### config.mk
export PLATFORM = sky130hd
export DESIGN_NAME = mirrored_addr_decoder
export DESIGN_NICKNAME = d
export VERILOG_FILES = /design/src/rtl/mad_pkg.sv /design/src/rtl/mad_range_match.sv /design/src/rtl/mad_prio_pick.sv /design/src/rtl/mirrored_addr_decoder.sv
export SDC_FILE = /design/constraint.sdc
export NUM_CORES = 1
export LEC_CHECK = 0
export BUFFER_PORTS_ARGS = -buffer_cell sky130_fd_sc_hd__buf_2
export CAP_MARGIN = 20
export CORE_MARGIN = 1
export CORE_UTILIZATION = 45
export DETAILED_ROUTE_END_ITERATION = 6
export GPL_TIMING_DRIVEN = 0
export PLACE_DENSITY = 0.74
export SYNTH_ARGS = -nofsm -noshare
export SYNTH_HDL_FRONTEND = slang
export SYNTH_SLANG_ARGS = --single-unit
### constraint.sdc
create_clock -name clk -period 0.8 [get_ports clk]
set_input_delay 0.16 -clock clk [delete_from_list [all_inputs] [get_ports clk]]
set_output_delay 0.16 -clock clk [all_outputs]
set_load 0.05 [all_outputs]
### src/rtl/mad_pkg.sv
package mad_pkg;
  // access kind codes held per table entry
  typedef enum logic [1:0] {
    ACC_RW  = 2'd0,
    ACC_RO  = 2'd1,
    ACC_WO  = 2'd2,
    ACC_NOP = 2'd3
  } acc_kind_e;
endpackage

### src/rtl/mad_range_match.sv
module mad_range_match
  import mad_pkg::*;
#(
  parameter int unsigned       ADDR_W    = 16,
  parameter logic [ADDR_W-1:0] BASE      = '0,
  parameter logic [ADDR_W-1:0] LAST      = '0,
  parameter logic [ADDR_W-1:0] MIRROR    = '0,
  parameter logic [ADDR_W-1:0] OMASK     = '0,
  parameter bit                OMASK_SET = 1'b0,
  parameter logic [1:0]        KIND      = 2'd0
) (
  input  logic [ADDR_W-1:0] addr,
  output logic              rd_hit,
  output logic              wr_hit,
  output logic [ADDR_W-1:0] offset
);
  localparam logic [ADDR_W-1:0] KEEP     = ~MIRROR;
  localparam logic [ADDR_W-1:0] LO       = BASE & KEEP;
  localparam logic [ADDR_W-1:0] HI       = LAST & KEEP;
  localparam logic [ADDR_W-1:0] OFF_MASK = OMASK_SET ? OMASK : KEEP;
  localparam bit                RD_OK    = (KIND != ACC_WO);
  localparam bit                WR_OK    = (KIND != ACC_RO);

  logic [ADDR_W-1:0] folded;
  logic              in_range;

  always_comb begin
    folded   = addr & KEEP;
    in_range = (folded >= LO) && (folded <= HI);
    rd_hit   = in_range && RD_OK;
    wr_hit   = in_range && WR_OK;
    offset   = (addr - BASE) & OFF_MASK;
  end
endmodule

### src/rtl/mad_prio_pick.sv
module mad_prio_pick #(
  parameter int unsigned N = 4
) (
  input  logic [N-1:0] req,
  output logic [N-1:0] grant
);
  logic blocked;

  // lowest index wins
  always_comb begin
    blocked = 1'b0;
    grant   = '0;
    for (int i = 0; i < N; i++) begin
      grant[i] = req[i] & ~blocked;
      blocked  = blocked | req[i];
    end
  end
endmodule

### src/rtl/mirrored_addr_decoder.sv
module mirrored_addr_decoder
  import mad_pkg::*;
#(
  parameter int unsigned         ADDR_W      = 16,
  parameter int unsigned         DATA_W      = 8,
  parameter int unsigned         N           = 4,
  parameter logic [ADDR_W-1:0]   GMASK       = 16'hFFFF,
  parameter bit                  FILL_ONES   = 1'b0,
  parameter logic [N*ADDR_W-1:0] RANGE_BASE  = {16'h1000, 16'h8000, 16'h4000, 16'h4FF0},
  parameter logic [N*ADDR_W-1:0] RANGE_LAST  = {16'h1FFF, 16'h80FF, 16'h4FFF, 16'h4FFF},
  parameter logic [N*ADDR_W-1:0] RANGE_MIRR  = {16'h0000, 16'h0000, 16'h0000, 16'hA000},
  parameter logic [N*ADDR_W-1:0] RANGE_OMASK = {16'h000F, 16'h0000, 16'h0000, 16'h0000},
  parameter logic [N-1:0]        RANGE_OSET  = 4'b1000,
  parameter logic [N*2-1:0]      RANGE_KIND  = {2'd2, 2'd3, 2'd0, 2'd1}
) (
  input  logic              clk,
  input  logic              rst_n,
  input  logic              acc_valid,
  input  logic              acc_write,
  input  logic [ADDR_W-1:0] acc_addr,
  output logic              out_valid,
  output logic [N-1:0]      out_sel,
  output logic [ADDR_W-1:0] out_offset,
  output logic              out_unmapped,
  output logic              out_err,
  output logic [DATA_W-1:0] out_fill
);
  localparam logic [DATA_W-1:0] FILL_VAL = FILL_ONES ? {DATA_W{1'b1}} : {DATA_W{1'b0}};

  // reset: asserted asynchronously, released on the clock
  logic rst_meta_q, rst_sync_n;
  always_ff @(posedge clk or negedge rst_n) begin
    if (!rst_n) begin
      rst_meta_q <= 1'b0;
      rst_sync_n <= 1'b0;
    end else begin
      rst_meta_q <= 1'b1;
      rst_sync_n <= rst_meta_q;
    end
  end

  logic [ADDR_W-1:0] addr_g;
  logic [N-1:0]      rd_hit, wr_hit, req, grant, nop_mask;
  logic [ADDR_W-1:0] off_arr [N];

  assign addr_g = acc_addr & GMASK;

  for (genvar i = 0; i < N; i++) begin : g_entry
    mad_range_match #(
      .ADDR_W   (ADDR_W),
      .BASE     (RANGE_BASE [i*ADDR_W +: ADDR_W]),
      .LAST     (RANGE_LAST [i*ADDR_W +: ADDR_W]),
      .MIRROR   (RANGE_MIRR [i*ADDR_W +: ADDR_W]),
      .OMASK    (RANGE_OMASK[i*ADDR_W +: ADDR_W]),
      .OMASK_SET(RANGE_OSET[i]),
      .KIND     (RANGE_KIND[i*2 +: 2])
    ) u_match (
      .addr  (addr_g),
      .rd_hit(rd_hit[i]),
      .wr_hit(wr_hit[i]),
      .offset(off_arr[i])
    );
    assign nop_mask[i] = (RANGE_KIND[i*2 +: 2] == ACC_NOP);
  end

  assign req = acc_write ? wr_hit : rd_hit;

  mad_prio_pick #(.N(N)) u_pick (
    .req  (req),
    .grant(grant)
  );

  // next state
  logic [N-1:0]      sel_d;
  logic [ADDR_W-1:0] off_d;
  logic              unm_d, err_d;
  logic [DATA_W-1:0] fill_d;

  always_comb begin
    sel_d = grant & ~nop_mask;
    off_d = '0;
    for (int i = 0; i < N; i++) begin
      if (sel_d[i]) off_d = off_d | off_arr[i];
    end
    err_d  = ~|grant;
    unm_d  = err_d | (|(grant & nop_mask));
    fill_d = (unm_d && !acc_write) ? FILL_VAL : '0;
  end

  // registers, enabled by acc_valid
  always_ff @(posedge clk or negedge rst_sync_n) begin
    if (!rst_sync_n) begin
      out_valid    <= 1'b0;
      out_sel      <= '0;
      out_offset   <= '0;
      out_unmapped <= 1'b0;
      out_err      <= 1'b0;
      out_fill     <= '0;
    end else begin
      out_valid <= acc_valid;
      if (acc_valid) begin
        out_sel      <= sel_d;
        out_offset   <= off_d;
        out_unmapped <= unm_d;
        out_err      <= err_d;
        out_fill     <= fill_d;
      end
    end
  end

  // never more than one region selected
  a_r4_sel_onehot: assert property (@(posedge clk) disable iff (!rst_sync_n)
    $onehot0(out_sel));

  // an error strobe always comes with the unmapped flag
  a_r8_err_unmapped: assert property (@(posedge clk) disable iff (!rst_sync_n)
    out_err |-> out_unmapped);

  // a selected region is never reported unmapped
  a_r8_sel_not_unmapped: assert property (@(posedge clk) disable iff (!rst_sync_n)
    (out_sel != '0) |-> !out_unmapped);

  // fill data only on unmapped results
  a_r10_fill_unmapped: assert property (@(posedge clk) disable iff (!rst_sync_n)
    (out_fill != '0) |-> out_unmapped);

  // a valid access yields out_valid one clock later
  a_r11_valid_next: assert property (@(posedge clk) disable iff (!rst_sync_n)
    acc_valid |=> out_valid);

  // results hold when no access is presented
  a_r11_hold: assert property (@(posedge clk) disable iff (!rst_sync_n)
    !acc_valid |=> ($stable(out_sel) && $stable(out_offset) && $stable(out_unmapped)));
endmodule

After elaboration in Yosys (flattened, before gate mapping). Index checks and enable logic that the tools add are counted.

Add/subtract/negate cells: 3. $lt $le $gt $ge: 8. Muxes and demuxes: 4. Bitwise logic cells: 11. Reduce and logical (&&, ||, !) cells: 6.

Operators with widths (count): two-way mux 16 bit (2); greater-or-equal comparator 16 x 13 -> 1 bit (second input constant) (1); greater-or-equal comparator 16 x 15 -> 1 bit (second input constant) (1); greater-or-equal comparator 16 bit (second input constant) (1); <= comparator 16 x 13 -> 1 bit (second input constant) (1); <= comparator 16 x 15 -> 1 bit (second input constant) (1); <= comparator 16 bit (second input constant) (1); bitwise OR 16 bit (1); bitwise OR 16 x 4 -> 16 bit (1); subtractor 16 x 15 -> 16 bit (second input constant) (1); greater-or-equal comparator 15 bit (second input constant) (1); <= comparator 15 bit (second input constant) (1); two-way mux 15 bit (1); subtractor 15 bit (second input constant) (1); logical AND 1 bit (4); two-way mux 4 bit (1); OR reduction 4 bit (1); subtractor 4 x 1 -> 4 bit (second input constant) (1); AND 1 bit (3); inverter 1 bit (3); bitwise OR 1 bit (3); logical NOT 1 bit (1).

Register bits: 24. Bits of input ports: 20. Output and inout port bits: 31. Logic and storage cells: 39.

Depth between registers and ports, before layout.
Depth after elaboration: 10. Depth in mapped cells: 7. Gate-level depth less buffers: 7.

Modules after synthesis. A second synthesis with hierarchy kept.

Cells, all modules: 213. Area, all modules: 1954.4 sq um.

By module, submodules not included: mirrored_addr_decoder (instances 1, cells an instance 105, area each 1181.1 sq um, seq. area each 600.6 sq um); mad_range_match (g_entry[0].u_match) (instances 1, cells an instance 37, area each 241.5 sq um, seq. area each 0.0 sq um); mad_range_match (g_entry[1].u_match) (instances 1, cells an instance 28, area each 198.9 sq um, seq. area each 0.0 sq um); mad_range_match (g_entry[2].u_match) (instances 1, cells an instance 20, area each 150.1 sq um, seq. area each 0.0 sq um); mad_range_match (g_entry[3].u_match) (instances 1, cells an instance 19, area each 146.4 sq um, seq. area each 0.0 sq um); mad_prio_pick (instances 1, cells an instance 4, area each 36.3 sq um, seq. area each 0.0 sq um).

Worst setup path after synthesis. OpenSTA, ideal clock, no wires.

Path type: input-to-reg. From: input acc_addr[14]. To: register out_sel[1]. Library setup time: 136 ps. Arrival time: 1443 ps. Data required time: 664 ps. Setup slack: -780 ps. Cell stages on the path: 6. Path buffers: 1. Cells stage by stage: inv_2 or4_4 nor4b_4 buf_4 nand3b_1 o21ai_0.

Word-level cells in the longest chain between the ends: 5. Elaborated cells on any way between the ends: 9. Classes of those cells: order compare (4); mux (1); bitwise (2); reduce/logical (2).

Ends and longest elaborated chain: start, declared (RTL line mirrored_addr_decoder.sv:20) `input logic [ADDR_W-1:0] acc_addr,`; greater-or-equal comparator 15 bit or <= comparator 15 bit (tied branches) (RTL line mad_range_match.sv:29) `in_range = (folded >= LO) && (folded <= HI);`; logical AND 1 bit (RTL line mad_range_match.sv:29); two-way mux 4 bit * (RTL line mirrored_addr_decoder.sv:66) `assign req = acc_write ? wr_hit : rd_hit;`; inverter 1 bit (RTL line mad_prio_pick.sv:14) `grant[i] = req[i] & ~blocked;`; AND 1 bit * (RTL line mad_prio_pick.sv:14); end signal, assigned (RTL line mirrored_addr_decoder.sv:102) `out_sel <= sel_d;`; end, declared (RTL line mirrored_addr_decoder.sv:22) `output logic [N-1:0] out_sel,`.

Every way passes the cells marked *; elsewhere a longest branch is shown, timed or not. A chain may end at the register's enable or synchronous reset.

Final worst setup path.
From: input acc_addr[7]. To: register out_offset[14].

Word-level cells in the longest chain between the ends: 8. Elaborated cells on any way between the ends: 26. Classes of those cells: add/sub (2); order compare (8); mux (4); bitwise (8); reduce/logical (4).

Ends and longest elaborated chain: greater-or-equal comparator 15 bit, or another cell as far along (RTL line mad_range_match.sv:29); logical AND 1 bit (RTL line mad_range_match.sv:29); two-way mux 4 bit (RTL line mirrored_addr_decoder.sv:66); two-way mux 15 bit, or another cell as far along (RTL line mirrored_addr_decoder.sv:83) `if (sel_d[i]) off_d = off_d | off_arr[i];`; bitwise OR 16 bit, or another cell as far along (RTL line mirrored_addr_decoder.sv:83); two-way mux 16 bit or inverter 1 bit (tied branches) (RTL line mirrored_addr_decoder.sv:83, mad_prio_pick.sv:14); bitwise OR 16 x 4 -> 16 bit or AND 1 bit (tied branches) (RTL line mirrored_addr_decoder.sv:83, mad_prio_pick.sv:14); two-way mux 16 bit * (RTL line mirrored_addr_decoder.sv:83); end signal, assigned (RTL line mirrored_addr_decoder.sv:95) `out_offset <= '0;`; end signal, assigned (RTL line mirrored_addr_decoder.sv:103) `out_offset <= off_d;`; end, declared (RTL line mirrored_addr_decoder.sv:23) `output logic [ADDR_W-1:0] out_offset,`.

Marks and branches as above.

==> flow_summary.ini <==
[logic_synthesis]
synth.area.top_cells = dfrtp_1 45%, ha_1 6.5%, o2bb2ai_1 5.9%
yosys.cell_types.count = 38
synthDominantCellAreaShare_pct = 44.61
synthCells = 132
synthXorXnorAreaFrac_pct = 0
synthMuxAreaShare_pct = 4.647
synthAdderAreaFrac_pct = 6.506
yosysWarnings = 0
netlist_area_mm2 = 0.001346
ys_seq_area_share_pct = 44.61
avgSynthCellArea_um2 = 10.20
yosys.area.top_type = dfrtp_1
ys_ff_latch = 24
synth_top_family_by_area = simple AND/OR/NAND/NOR gates
synth-simple-area-share_pct = 18.40
synth_compound_area_share_pct = 15.80

[cts]
path_clk_slew_ns = 0.13
clock_path_buffers = 2
clock_latency_ns = 0.32
cts_tree = built
clock_sinks = 24
ctsHtreeMaxLevel = 1
numCtsBuffers = 3
cts-root-buf = clkbuf_4

[setup_path]
critical_path_required_ns = 1.03
startpoint = acc_addr[7]
cp-start-kind = primary input
critPathKind = in2reg
crit_fanout = 5
crit_arrival_ns = 1.75
timing.rr.end = out_sel[3]
r2r_cells = 2
r2r_slack_ns = -0.12
reg2reg_from = out_sel[3]
crit_path_end_kind = register
crit_end = out_offset[14]

[worst_hold_path]
min_path_type = in2reg

[die]
fp-row-count = 19
pin_count = 51
die-height_um = 56.70
core_mm2 = 0.002805
die_w_um = 56.70
dieArea_mm2 = 0.003214
start_util_pct = 47.99

[finish]
fin_nets = 242
drive_gt1_share_pct = 51.87
antenna_cells = 0
fin_cells = 245
utilization_pct = 81.85
finalInstanceArea_mm2 = 0.002296
area_delta_synth_final_pct = 70.54

[detailed_routing]
totalWireLength_um = 4383
dr.first_iter.drc_count = 77
ant_nets = 0
avgRoutedWirePerCell_um = 17.89
avgViaCountPerCell = 5.645
dr_total_vias = 1383
route.detailed.drc = 4
first_pass_iters = 6

[place]
place.gp.congestion = 0.9094
place_area_mm2 = 0.001668
hpwl_um = 2406
port_buffers = 41
place_inst = 212

[sta]
min_period_ns = 1.516
fmax_mhz = 659.7
hold_ws_ns = 0.007070
worstMarginPinSlew_ns = 0.6705
finalSetupViolCount = 43
final_max_slew_viol_count = 0
hold_viol = 0
final.period_utilization_pct = 189.5
worst_slack_ns = -0.7158
clock_skew_ns = 0.01001
slew_headroom_pct = 55.30
rsz0062_at_grt = yes

[grt]
globalRoute.totalOverflow = 0
gr-usage-all-layers_pct = 26.13
antenna_found_initial = 0
grt_max_degree = 23
grt_pass1_vias = 1340
grt_pass1_wl_um = 6486

[flow_run]
drv_cap = 0

[power]
leakage_nw = 1.106
p_per_area_mw_per_mm2 = 1420
peakVddDrop_mv = 1.282

[run_status]
violations = design-rule violations, negative setup slack
status = finished, violations left
-- power by group --
| group | switching [mW] | internal (mW) | total (mW) |
|---|---|---|---|
| Sequential | 0.0835 | 1.30 | 1.38 |
| Clock | 0.359 | 0.278 | 0.637 |
| Combinational | 0.734 | 0.505 | 1.24 |
-- worst max-delay path, cell delays in order --
cell and delay [ns]:
buf_8 0.08, nand2_4 0.05, or4_4 0.55, nor4b_4 0.35, buf_4 0.21, a32oi_1 0.11, a21oi_1 0.23
-- routing by layer --
metal,vias up,global-route usage (%),routed length [µm]
li1,626,-,-
met1,676,36.87,1773
met2,69,41.50,2230
met3,12,2.535,289
met4,0,9.643,89
met5,-,0,0
-- layout by cell type, fill, tap and decap left out, types with 2 or more instances in the layout --
cell type,netlist,final
nor4_1,3,2
buf_6,0,31
nand3_2,0,2
dfrtp_1,24,23
clkbuf_1,2,2
a21oi_1,4,4
nand2_1,7,6
conb_1,2,10
o2bb2ai_2,0,2
nor2_1,11,10
ha_4,0,2
ha_1,7,4
o21ai_1,1,2
inv_1,10,10
o2bb2ai_1,9,7
clkbuf_4,0,3
or4_4,1,3
nor4_4,0,2
nand4_1,3,3
a31oi_1,2,2
nand3b_1,4,4
buf_2,0,5
mux2_4,0,2
buf_4,10,37
buf_8,0,5
mux2i_1,4,4
-- layout make-up --
type | instances | area, µm²
Multi-Input combinational cell | 92 | 797.0
Timing Repair Buffer | 70 | 681.9
Sequential cell | 24 | 601.8
Fill cell | 154 | 509.2
Buffer | 13 | 86.33
Inverter | 11 | 53.80
Tap cell | 31 | 38.79
Clock buffer | 4 | 36.28
-- registers in the layout (all words and copies together) (netlist names) --
| name | count |
|---|---|
| out_valid | 1 |
| out_sel | 3 |
| rst_meta_q | 1 |
| out_offset | 16 |
| rst_sync_n | 1 |
| out_unmapped | 1 |
| out_err | 1 |
-- per-stage QoR --
| stage | setup WS (ns) | setup TNS (ns) | power (mW) |
|---|---|---|---|
| final | -0.7158 | -18.63 | 3.260 |
| after global routing | -0.7664 | -19.79 | 3.388 |
| after CTS | -0.5880 | -20.22 | 3.175 |
| after detailed placement | -1.060 | -25.17 | 2.269 |
| after global placement | -1.056 | -23.72 | 2.253 |
| after floorplan | -0.7046 | -13.86 | 2.027 |
-- Yosys cell counts --
cell type and number:
a21o_1 1, a21oi_1 4, a31o_2 1, a31oi_1 2
a32o_1 1, a32oi_1 1, a41oi_1 1, and2_1 1
buf_1 1, buf_4 10, clkbuf_1 2, conb_1 2
dfrtp_1 24, ha_1 7, inv_1 10, inv_2 1
mux2_2 2, mux2i_1 4, nand2_1 7, nand3_1 4
nand3b_1 4, nand4_1 3, nor2_1 11, nor2b_1 1
nor3_1 1, nor4_1 3, nor4_2 1, nor4b_4 1
o21ai_0 2, o21ai_1 1, o2bb2ai_1 9, o311a_1 1
o31a_1 1, o31ai_1 1, o32ai_2 1, or3_1 2
or4_1 2, or4_4 1
-- worst min path at each step --
stage	startpoint	endpoint	cells after the start
2_1_floorplan	rst_n	rst_meta_q	0
3_3_place_gp	rst_n	rst_meta_q	1
3_5_place_dp	rst_n	rst_meta_q	1
4_1_cts	acc_valid	out_valid	1
5_1_grt	acc_valid	out_valid	1
6_report	acc_valid	out_valid	1
-- timing repair --
item / CTS / global route
setup buffers: 19 / 8
hold buffers: 1 / 0
resized for setup: 89 / 13
pin swaps: 23 / 8
gates cloned: 1 / 0
endpoints found under the hold margin: 2 / 0
setup endpoints to repair: 65 / 65
-- cell families (layout without fill, tap and decap cells) --
logic type               after synthesis  count (layout)
AO/OA/AOI/OAI                         27              27
adder cells (fa/ha/maj)                7               7
buffers and inverters                 24              98
flip-flops                            24              24
AND/OR/NAND/NOR                       42              42
multiplexers                           6               6
other                                  2              10
Note: power is estimated with default switching activity, not from simulation.
